===== src/rtl/vnic_pkg.sv =====
package vnic_pkg;

    // Trigger encodings held in the mode register
    typedef enum logic [1:0] {
        TRIG_LVL_HI = 2'd0,
        TRIG_RISE   = 2'd1,
        TRIG_LVL_LO = 2'd2,
        TRIG_FALL   = 2'd3
    } trig_e;

    // Nesting stack fill states
    typedef enum logic [1:0] {
        ST_IDLE = 2'd0,
        ST_NEST = 2'd1,
        ST_FULL = 2'd2
    } nest_state_e;

    // Control register offsets above the per-line banks
    localparam int OFS_VECTOR   = 0;
    localparam int OFS_STATUS   = 1;
    localparam int OFS_SPUR     = 2;
    localparam int OFS_EN_SET   = 3;
    localparam int OFS_EN_CLR   = 4;
    localparam int OFS_PEND_CLR = 5;
    localparam int OFS_EOI      = 6;

    // Trigger field position inside the mode word
    localparam int TRIG_LSB = 4;

endpackage


===== src/rtl/vnic_src_cell.sv =====
module vnic_src_cell
    import vnic_pkg::*;
#(
    parameter int PRIO_W    = 3,
    parameter int DATA_W    = 32,
    parameter bit ALLOW_LOW = 1'b0
) (
    input  logic              clk,
    input  logic              rst_n,
    input  logic              src_i,
    input  logic              mode_we,
    input  logic [1:0]        mode_trig,
    input  logic [PRIO_W-1:0] mode_pri,
    input  logic              vec_we,
    input  logic [DATA_W-1:0] vec_wdata,
    input  logic              en_set,
    input  logic              en_clr,
    input  logic              pend_clr,
    input  logic              ack,
    output logic              req,
    output logic [PRIO_W-1:0] pri,
    output logic [1:0]        trig,
    output logic [DATA_W-1:0] vec,
    output logic              en
);

    logic src_q, src_p, latch_q;
    logic legal, inv, edge_mode, lvl, lvl_p, edge_evt, pending;

    assign legal     = ALLOW_LOW || !mode_trig[1];
    assign inv       = trig[1];
    assign edge_mode = trig[0];
    assign lvl       = src_q ^ inv;
    assign lvl_p     = src_p ^ inv;
    assign edge_evt  = edge_mode & lvl & ~lvl_p;
    assign pending   = edge_mode ? latch_q : lvl;
    assign req       = en & pending;

    always_ff @(posedge clk or negedge rst_n) begin
        if (!rst_n) begin
            src_q   <= 1'b0;
            src_p   <= 1'b0;
            trig    <= TRIG_LVL_HI;
            pri     <= '0;
            vec     <= '0;
            en      <= 1'b0;
            latch_q <= 1'b0;
        end else begin
            src_q <= src_i;
            src_p <= src_q;
            if (mode_we && legal) begin
                trig <= mode_trig;
                pri  <= mode_pri;
            end
            if (vec_we) vec <= vec_wdata;
            if (en_clr)      en <= 1'b0;
            else if (en_set) en <= 1'b1;
            if (!edge_mode || ack || pend_clr) latch_q <= 1'b0;
            else if (edge_evt)                 latch_q <= 1'b1;
        end
    end

endmodule


===== src/rtl/vnic_arbiter.sv =====
module vnic_arbiter #(
    parameter int NUM_SRC = 32,
    parameter int PRIO_W  = 3,
    parameter int IDX_W   = 5
) (
    input  logic [NUM_SRC-1:0]        req,
    input  logic [NUM_SRC*PRIO_W-1:0] pri_flat,
    input  logic                      stk_empty,
    input  logic                      stk_full,
    input  logic [PRIO_W-1:0]         top_pri,
    output logic                      found,
    output logic [IDX_W-1:0]          win_idx
);

    logic [PRIO_W-1:0] best;

    always_comb begin
        found   = 1'b0;
        win_idx = '0;
        best    = '0;
        for (int i = 0; i < NUM_SRC; i++) begin
            if (req[i] && !stk_full &&
                (stk_empty || pri_flat[i*PRIO_W +: PRIO_W] > top_pri) &&
                (!found || pri_flat[i*PRIO_W +: PRIO_W] > best)) begin
                found   = 1'b1;
                best    = pri_flat[i*PRIO_W +: PRIO_W];
                win_idx = IDX_W'(i);
            end
        end
    end

endmodule


===== src/rtl/vnic_nest_stack.sv =====
module vnic_nest_stack
    import vnic_pkg::*;
#(
    parameter int DEPTH  = 8,
    parameter int PRIO_W = 3,
    parameter int IDX_W  = 5,
    localparam int CNT_W = $clog2(DEPTH + 1),
    localparam int PTR_W = $clog2(DEPTH)
) (
    input  logic              clk,
    input  logic              rst_n,
    input  logic              push,
    input  logic [PRIO_W-1:0] push_pri,
    input  logic [IDX_W-1:0]  push_idx,
    input  logic              pop,
    output logic              empty,
    output logic              full,
    output logic [PRIO_W-1:0] top_pri,
    output logic [IDX_W-1:0]  top_idx,
    output logic [CNT_W-1:0]  count
);

    nest_state_e state_q, state_d;
    logic [PRIO_W-1:0] pri_stk [DEPTH];
    logic [IDX_W-1:0]  idx_stk [DEPTH];
    logic [PTR_W-1:0]  top_ptr;
    logic do_push, do_pop;

    assign do_pop  = pop  && (state_q != ST_IDLE);
    assign do_push = push && !pop && (state_q != ST_FULL);
    assign top_ptr = PTR_W'(count - CNT_W'(1));
    assign top_pri = pri_stk[top_ptr];
    assign top_idx = idx_stk[top_ptr];

    // Next state
    always_comb begin
        state_d = state_q;
        unique case (state_q)
            ST_IDLE: if (do_push) state_d = (DEPTH == 1) ? ST_FULL : ST_NEST;
            ST_NEST: begin
                if (do_pop)
                    state_d = (count == CNT_W'(1)) ? ST_IDLE : ST_NEST;
                else if (do_push)
                    state_d = (count == CNT_W'(DEPTH - 1)) ? ST_FULL : ST_NEST;
            end
            ST_FULL: if (do_pop) state_d = (DEPTH == 1) ? ST_IDLE : ST_NEST;
            default: state_d = ST_IDLE;
        endcase
    end

    // State register, fill count and entries
    always_ff @(posedge clk or negedge rst_n) begin
        if (!rst_n) begin
            state_q <= ST_IDLE;
            count   <= '0;
            for (int i = 0; i < DEPTH; i++) begin
                pri_stk[i] <= '0;
                idx_stk[i] <= '0;
            end
        end else begin
            state_q <= state_d;
            if (do_pop) begin
                count <= count - CNT_W'(1);
            end else if (do_push) begin
                count                      <= count + CNT_W'(1);
                pri_stk[PTR_W'(count)]     <= push_pri;
                idx_stk[PTR_W'(count)]     <= push_idx;
            end
        end
    end

    // Outputs per state
    always_comb begin
        unique case (state_q)
            ST_IDLE: begin empty = 1'b1; full = 1'b0; end
            ST_NEST: begin empty = 1'b0; full = 1'b0; end
            ST_FULL: begin empty = 1'b0; full = 1'b1; end
            default: begin empty = 1'b1; full = 1'b0; end
        endcase
    end

endmodule


===== src/rtl/vnic_ctrl.sv =====
module vnic_ctrl
    import vnic_pkg::*;
#(
    parameter int NUM_SRC = 32,
    parameter int PRIO_W  = 3,
    parameter int DEPTH   = 8,
    parameter int ADDR_W  = 7,
    parameter int DATA_W  = 32,
    parameter logic [NUM_SRC-1:0] EXT_MASK = NUM_SRC'(32'h00F0_0000)
) (
    input  logic               clk,
    input  logic               rst_n,
    input  logic [NUM_SRC-1:0] src_i,
    input  logic [ADDR_W-1:0]  bus_addr,
    input  logic [DATA_W-1:0]  bus_wdata,
    input  logic               bus_we,
    input  logic               bus_re,
    output logic [DATA_W-1:0]  bus_rdata,
    output logic               irq_n
);

    localparam int IDX_W    = (NUM_SRC > 1) ? $clog2(NUM_SRC) : 1;
    localparam int CNT_W    = $clog2(DEPTH + 1);
    localparam int VEC_BASE = NUM_SRC;
    localparam int CTL_BASE = 2 * NUM_SRC;

    logic [NUM_SRC-1:0]        req, en;
    logic [NUM_SRC*PRIO_W-1:0] pri_flat;
    logic [PRIO_W-1:0]         pri_arr  [NUM_SRC];
    logic [1:0]                trig_arr [NUM_SRC];
    logic [DATA_W-1:0]         vec_arr  [NUM_SRC];

    logic              found, stk_empty, stk_full, spur_q;
    logic [IDX_W-1:0]  win_idx, top_idx;
    logic [PRIO_W-1:0] top_pri;
    logic [CNT_W-1:0]  stk_count;
    logic [DATA_W-1:0] spur_vec_q, status_val;
    logic              vec_rd, eoi_we, ack, spur_rd;
    logic              en_set_we, en_clr_we, pend_clr_we;
    logic [ADDR_W-1:0] rel;

    assign vec_rd      = bus_re && (bus_addr == ADDR_W'(CTL_BASE + OFS_VECTOR));
    assign eoi_we      = bus_we && (bus_addr == ADDR_W'(CTL_BASE + OFS_EOI));
    assign en_set_we   = bus_we && (bus_addr == ADDR_W'(CTL_BASE + OFS_EN_SET));
    assign en_clr_we   = bus_we && (bus_addr == ADDR_W'(CTL_BASE + OFS_EN_CLR));
    assign pend_clr_we = bus_we && (bus_addr == ADDR_W'(CTL_BASE + OFS_PEND_CLR));
    assign ack         = vec_rd && found && !eoi_we;
    assign spur_rd     = vec_rd && !found && !eoi_we;

    for (genvar g = 0; g < NUM_SRC; g++) begin : g_src
        vnic_src_cell #(
            .PRIO_W    (PRIO_W),
            .DATA_W    (DATA_W),
            .ALLOW_LOW (EXT_MASK[g] || (g == 0))
        ) u_cell (
            .clk       (clk),
            .rst_n     (rst_n),
            .src_i     (src_i[g]),
            .mode_we   (bus_we && (bus_addr == ADDR_W'(g))),
            .mode_trig (bus_wdata[TRIG_LSB +: 2]),
            .mode_pri  (bus_wdata[PRIO_W-1:0]),
            .vec_we    (bus_we && (bus_addr == ADDR_W'(VEC_BASE + g))),
            .vec_wdata (bus_wdata),
            .en_set    (en_set_we && bus_wdata[g]),
            .en_clr    (en_clr_we && bus_wdata[g]),
            .pend_clr  (pend_clr_we && bus_wdata[g]),
            .ack       (ack && (win_idx == IDX_W'(g))),
            .req       (req[g]),
            .pri       (pri_arr[g]),
            .trig      (trig_arr[g]),
            .vec       (vec_arr[g]),
            .en        (en[g])
        );
        assign pri_flat[g*PRIO_W +: PRIO_W] = pri_arr[g];
    end

    vnic_arbiter #(
        .NUM_SRC (NUM_SRC),
        .PRIO_W  (PRIO_W),
        .IDX_W   (IDX_W)
    ) u_arb (
        .req       (req),
        .pri_flat  (pri_flat),
        .stk_empty (stk_empty),
        .stk_full  (stk_full),
        .top_pri   (top_pri),
        .found     (found),
        .win_idx   (win_idx)
    );

    vnic_nest_stack #(
        .DEPTH  (DEPTH),
        .PRIO_W (PRIO_W),
        .IDX_W  (IDX_W)
    ) u_stack (
        .clk      (clk),
        .rst_n    (rst_n),
        .push     (ack),
        .push_pri (pri_arr[win_idx]),
        .push_idx (win_idx),
        .pop      (eoi_we),
        .empty    (stk_empty),
        .full     (stk_full),
        .top_pri  (top_pri),
        .top_idx  (top_idx),
        .count    (stk_count)
    );

    always_ff @(posedge clk or negedge rst_n) begin
        if (!rst_n) begin
            spur_vec_q <= '0;
            spur_q     <= 1'b0;
        end else begin
            if (bus_we && (bus_addr == ADDR_W'(CTL_BASE + OFS_SPUR)))
                spur_vec_q <= bus_wdata;
            if (ack || eoi_we) spur_q <= 1'b0;
            else if (spur_rd)  spur_q <= 1'b1;
        end
    end

    assign status_val = (stk_empty || spur_q) ? '0 : DATA_W'(top_idx);
    assign irq_n      = ~found;

    always_comb begin
        bus_rdata = '0;
        rel       = bus_addr - ADDR_W'(VEC_BASE);
        if (bus_addr < ADDR_W'(NUM_SRC)) begin
            bus_rdata[PRIO_W-1:0]     = pri_arr[bus_addr[IDX_W-1:0]];
            bus_rdata[TRIG_LSB +: 2]  = trig_arr[bus_addr[IDX_W-1:0]];
        end else if (bus_addr < ADDR_W'(CTL_BASE)) begin
            bus_rdata = vec_arr[rel[IDX_W-1:0]];
        end else if (bus_addr == ADDR_W'(CTL_BASE + OFS_VECTOR)) begin
            bus_rdata = found ? vec_arr[win_idx] : spur_vec_q;
        end else if (bus_addr == ADDR_W'(CTL_BASE + OFS_STATUS)) begin
            bus_rdata = status_val;
        end else if (bus_addr == ADDR_W'(CTL_BASE + OFS_SPUR)) begin
            bus_rdata = spur_vec_q;
        end else if (bus_addr == ADDR_W'(CTL_BASE + OFS_EN_SET)) begin
            bus_rdata = DATA_W'(en);
        end
    end

endmodule


===== config.mk =====
export PLATFORM = sky130hd
export DESIGN_NAME = vnic_ctrl
export DESIGN_NICKNAME = d
export VERILOG_FILES = /design/src/rtl/vnic_pkg.sv /design/src/rtl/vnic_src_cell.sv /design/src/rtl/vnic_arbiter.sv /design/src/rtl/vnic_nest_stack.sv /design/src/rtl/vnic_ctrl.sv
export SDC_FILE = /design/constraint.sdc
export NUM_CORES = 2
export LEC_CHECK = 0
export CAP_MARGIN = 25
export CORE_AREA = 2 2 429 431
export DETAILED_ROUTE_END_ITERATION = 10
export DIE_AREA = 0 0 431 433
export PLACE_DENSITY = 0.58
export SYNTH_ARGS = -nofsm -noshare
export SYNTH_HDL_FRONTEND = slang
export SYNTH_SLANG_ARGS = --single-unit
export TNS_END_PERCENT = 10

===== constraint.sdc =====
create_clock -name clk -period 95.5 [get_ports clk]
set_input_delay 9.55 -clock clk [delete_from_list [all_inputs] [get_ports clk]]
set_output_delay 9.55 -clock clk [all_outputs]
set_load 0.02 [all_outputs]

==> impl_metrics.tcl <==
set metrics [dict create \
    power_density_nw_per_um2 26.3 \
    port_buffers 107 \
    antenna_found_initial 11 \
    synth_xor_area_share_pct 0.355 \
    core_region_area_um2 182000 \
    syn_to_final_growth_pct 10.6 \
    synth_cell_types 116 \
    holdCritStartpoint "g_src[25].u_cell.src_q" \
    async_reset_ff_share_pct 100 \
    cts_num_sinks 1415 \
    htree_levels 4 \
    critPathMaxStageDelay_ps 880 \
    clock_skew_ps 43.3 \
    reg2reg_from "u_stack.count[1]" \
    max_freq_ghz 0.0145 \
    path_buf_inv 20 \
    grt_pass1_wl_um 450000 \
    max_cap_violations 0 \
    yosys.area_share.simple_pct 9.90 \
    layout_commonest_cell "dfrtp_1" \
    power_mw 2.37 \
    post_cts_resize_count 0 \
    synth_edf_count 0 \
    intPower_mw 1.34 \
    route.vias.total 63100 \
    startpoint_type "flop" \
    ys_ff_latch 1415 \
    crit_family "compound AO/OA/AOI/OAI gates" \
    grt_max_degree 158 \
    ys_warn_count 0 \
    min_period_over_period_pct 72.4 \
    avgViaCountPerCell 6.76 \
    synth_seq_area_share_pct 43.5 \
    path_max_fanout 157 \
    cp_num_cells 257 \
    synth_area_leader_cell "dfrtp_1" \
    drtIter0Drc 7514 \
    synth_fa_ha_area_share_pct 2.66 \
    initial_utilization_pct 44.7 \
    dp_hpwl_um 188000 \
    period_needed_ps 69140 \
    syn-num-nets 7231 \
    required_ps 85950 \
    insertion_delay_ps 860 \
    cpMaxStageDelayCell "o31ai_1" \
    final_antenna_net_count 0 \
    die_w_um 431 \
    synth_top_family_by_area "multiplexers" \
    arrival_ps 59590 \
    synth_cells 6983 \
    place_inst 9042 \
    cts_max_path_buffers 3 \
    place_congestion 0.957 \
    end_kind "output pin" \
    rows 157 \
    fin_setup_tns_ps 0 \
    power.leakage_nw 39.7 \
    hold_class "flop to flop" \
    num-nets-final 7071 \
    synth_compound_area_share_pct 10.7 \
    cts_buffers 160 \
    seq_power_share_pct 28.9 \
    avgSynthCellArea_um2 11.7 \
    die_area_um2 187000 \
    peakVddDrop_mv 0.0735 \
    finish.cell_count_without_fillers 9339 \
    track_usage_pct 33.1 \
    grt-ovfl-total 0 \
    synth_area_um2 81400 \
    ys.flop_type "dfrtp_1" \
    run_status "finished, final reports clean" \
    cp_common_cell "a21oi_1" \
    p_sw_share_pct 43.4 \
    clk_pin_slew_ps 60 \
    die_y_um 433 \
    maxSlewViolCount 0 \
    rr_endpoint "g_src[7].u_cell.latch_q" \
    synth_area_leaders "dfrtp_1 44%, mux2_2 16%, mux4_2 12%" \
    io_pins 108 \
    pwr-share-clk_pct 27.0 \
    synth_top_area_share_pct 43.5 \
    cts_tree "yes" \
    wl_per_cell_um 33.2 \
    cts_root_buf "clkbuf_16" \
    drive_gt1_share_pct 31.4 \
    setup_viol 0 \
    drc 0 \
    reg2reg_slack_ps 38180 \
    synth_mux_area_share_pct 29.2 \
    final_cell_mix "1415 x dfrtp_1, 1166 x mux2_2, 829 x nand2_1" \
    tightest_slew_ps 1240 \
    post-cts-setup-buffers 0 \
    grt_pass1_vias 61900 \
    max_slew_margin_pct 17.4 \
    hold_viol_final 0 \
    drt_first_pass_iters 8 \
    reg2reg_depth 254 \
    finalWirelength_um 310000 \
    cp-startpoint "u_stack.count[1]" \
    rsz0062_at_grt "false" \
    p_sw_mw 1.03 \
    fillCellCount 15900 \
    cts-hold-fix-buffers 0 \
    setup.worst_path.end "bus_rdata[21]" \
    worstSetupPathType "flop to output pin" \
    p_comb_share_pct 44.1 \
]
## layer usage
metal	track usage, %	up-vias	wire length (µm)
met5	0	-	7
li1	-	26000	-
met2	49.9	3425	137000
met4	17.3	2	18000
met3	7.37	819	30400
met1	44.9	32900	125000
## metrics by stage
step | cell area, µm² | util (%) | hold WS (ps) | worst slack (ps)
global placement | 84500 | 46.4 | 410 | 29390
detailed placement | 84600 | 46.4 | 409 | 28430
floorplan | 81400 | - | 367 | 36070
finish | 90000 | 49.4 | 408 | 26360
global route | 90000 | 49.4 | 430 | 21800
CTS | 89900 | 49.4 | 434 | 27320
## cell families after synthesis
| group | count (synthesis) |
|---|---|
| and+or+nand+nor | 1687 |
| muxes | 1678 |
| DFF | 1415 |
| AOI/OAI and AO/OA | 1280 |
| buffers and inverters | 717 |
| adders and majority gates | 173 |
| xor gates and xnor gates | 33 |
## cells in the mapped netlist (122+ instances only)
| cell | n |
|---|---|
| dfrtp_1 | 1415 |
| mux2_2 | 1166 |
| nand2_1 | 850 |
| mux4_2 | 438 |
| clkbuf_1 | 317 |
| o21ai_0 | 261 |
| a21oi_1 | 233 |
| nand3_1 | 193 |
| ha_1 | 173 |
| buf_1 | 140 |
| nor2_1 | 134 |
| and3_1 | 125 |
| a211oi_1 | 122 |
## how the worst min path moves through the flow
stage / end / slack [ps] / cells past startpoint
detailed placement: g_src[16].u_cell.src_p / 410 / 0
finish: g_src[25].u_cell.src_p / 410 / 0
floorplan: g_src[16].u_cell.src_p / 370 / 0
global route: g_src[25].u_cell.src_p / 430 / 0
CTS: g_src[25].u_cell.src_p / 430 / 0
global placement: g_src[16].u_cell.src_p / 410 / 0
## worst register-to-register path, delay by kind of cell (launching register included)
| family | cells | cell delay (ps) |
|---|---|---|
| buffers and inverters | 18 | 3860 |
| adders and majority gates | 33 | 9930 |
| and+or+nand+nor | 57 | 10490 |
| muxes | 8 | 2560 |
| AOI/OAI and AO/OA | 138 | 29820 |
| DFF | 1 | 500 |
## cell type report
cell class / count / area [µm²] / area share, %
multi-input combinational: 4851 / 43300 / 48.1
sequential: 1415 / 35400 / 39.3
clock buffer: 226 / 4550 / 5.06
tap: 2385 / 2980 / 3.31
timing repair buffer: 282 / 2580 / 2.86
clock inverter: 59 / 796 / 0.884
inverter: 113 / 424 / 0.471
antenna: 8 / 20.0 / 0.0222
## flip-flops by register name, summed over array words and instances (netlist names)
register	cells
u_stack.state_q	2
g_src.u_cell.pri	96
g_src.u_cell.src_q	32
u_stack.count	4
spur_vec_q	32
g_src.u_cell.trig	64
u_stack.idx_stk	40
spur_q	1
g_src.u_cell.latch_q	32
g_src.u_cell.src_p	32
g_src.u_cell.vec	1024
u_stack.pri_stk	24
g_src.u_cell.en	32
## power groups by stage
stage / Combinational [mW] / Clock [mW] / Sequential [mW]
floorplan: 0.648 / 0 / 0.678
global placement: 0.999 / 0 / 0.692
detailed placement: 1.01 / 0 / 0.694
CTS: 1.01 / 0.646 / 0.683
global route: 1.09 / 0.670 / 0.690
finish: 1.04 / 0.639 / 0.685
No activity file was read; power rests on OpenSTA's default activity.
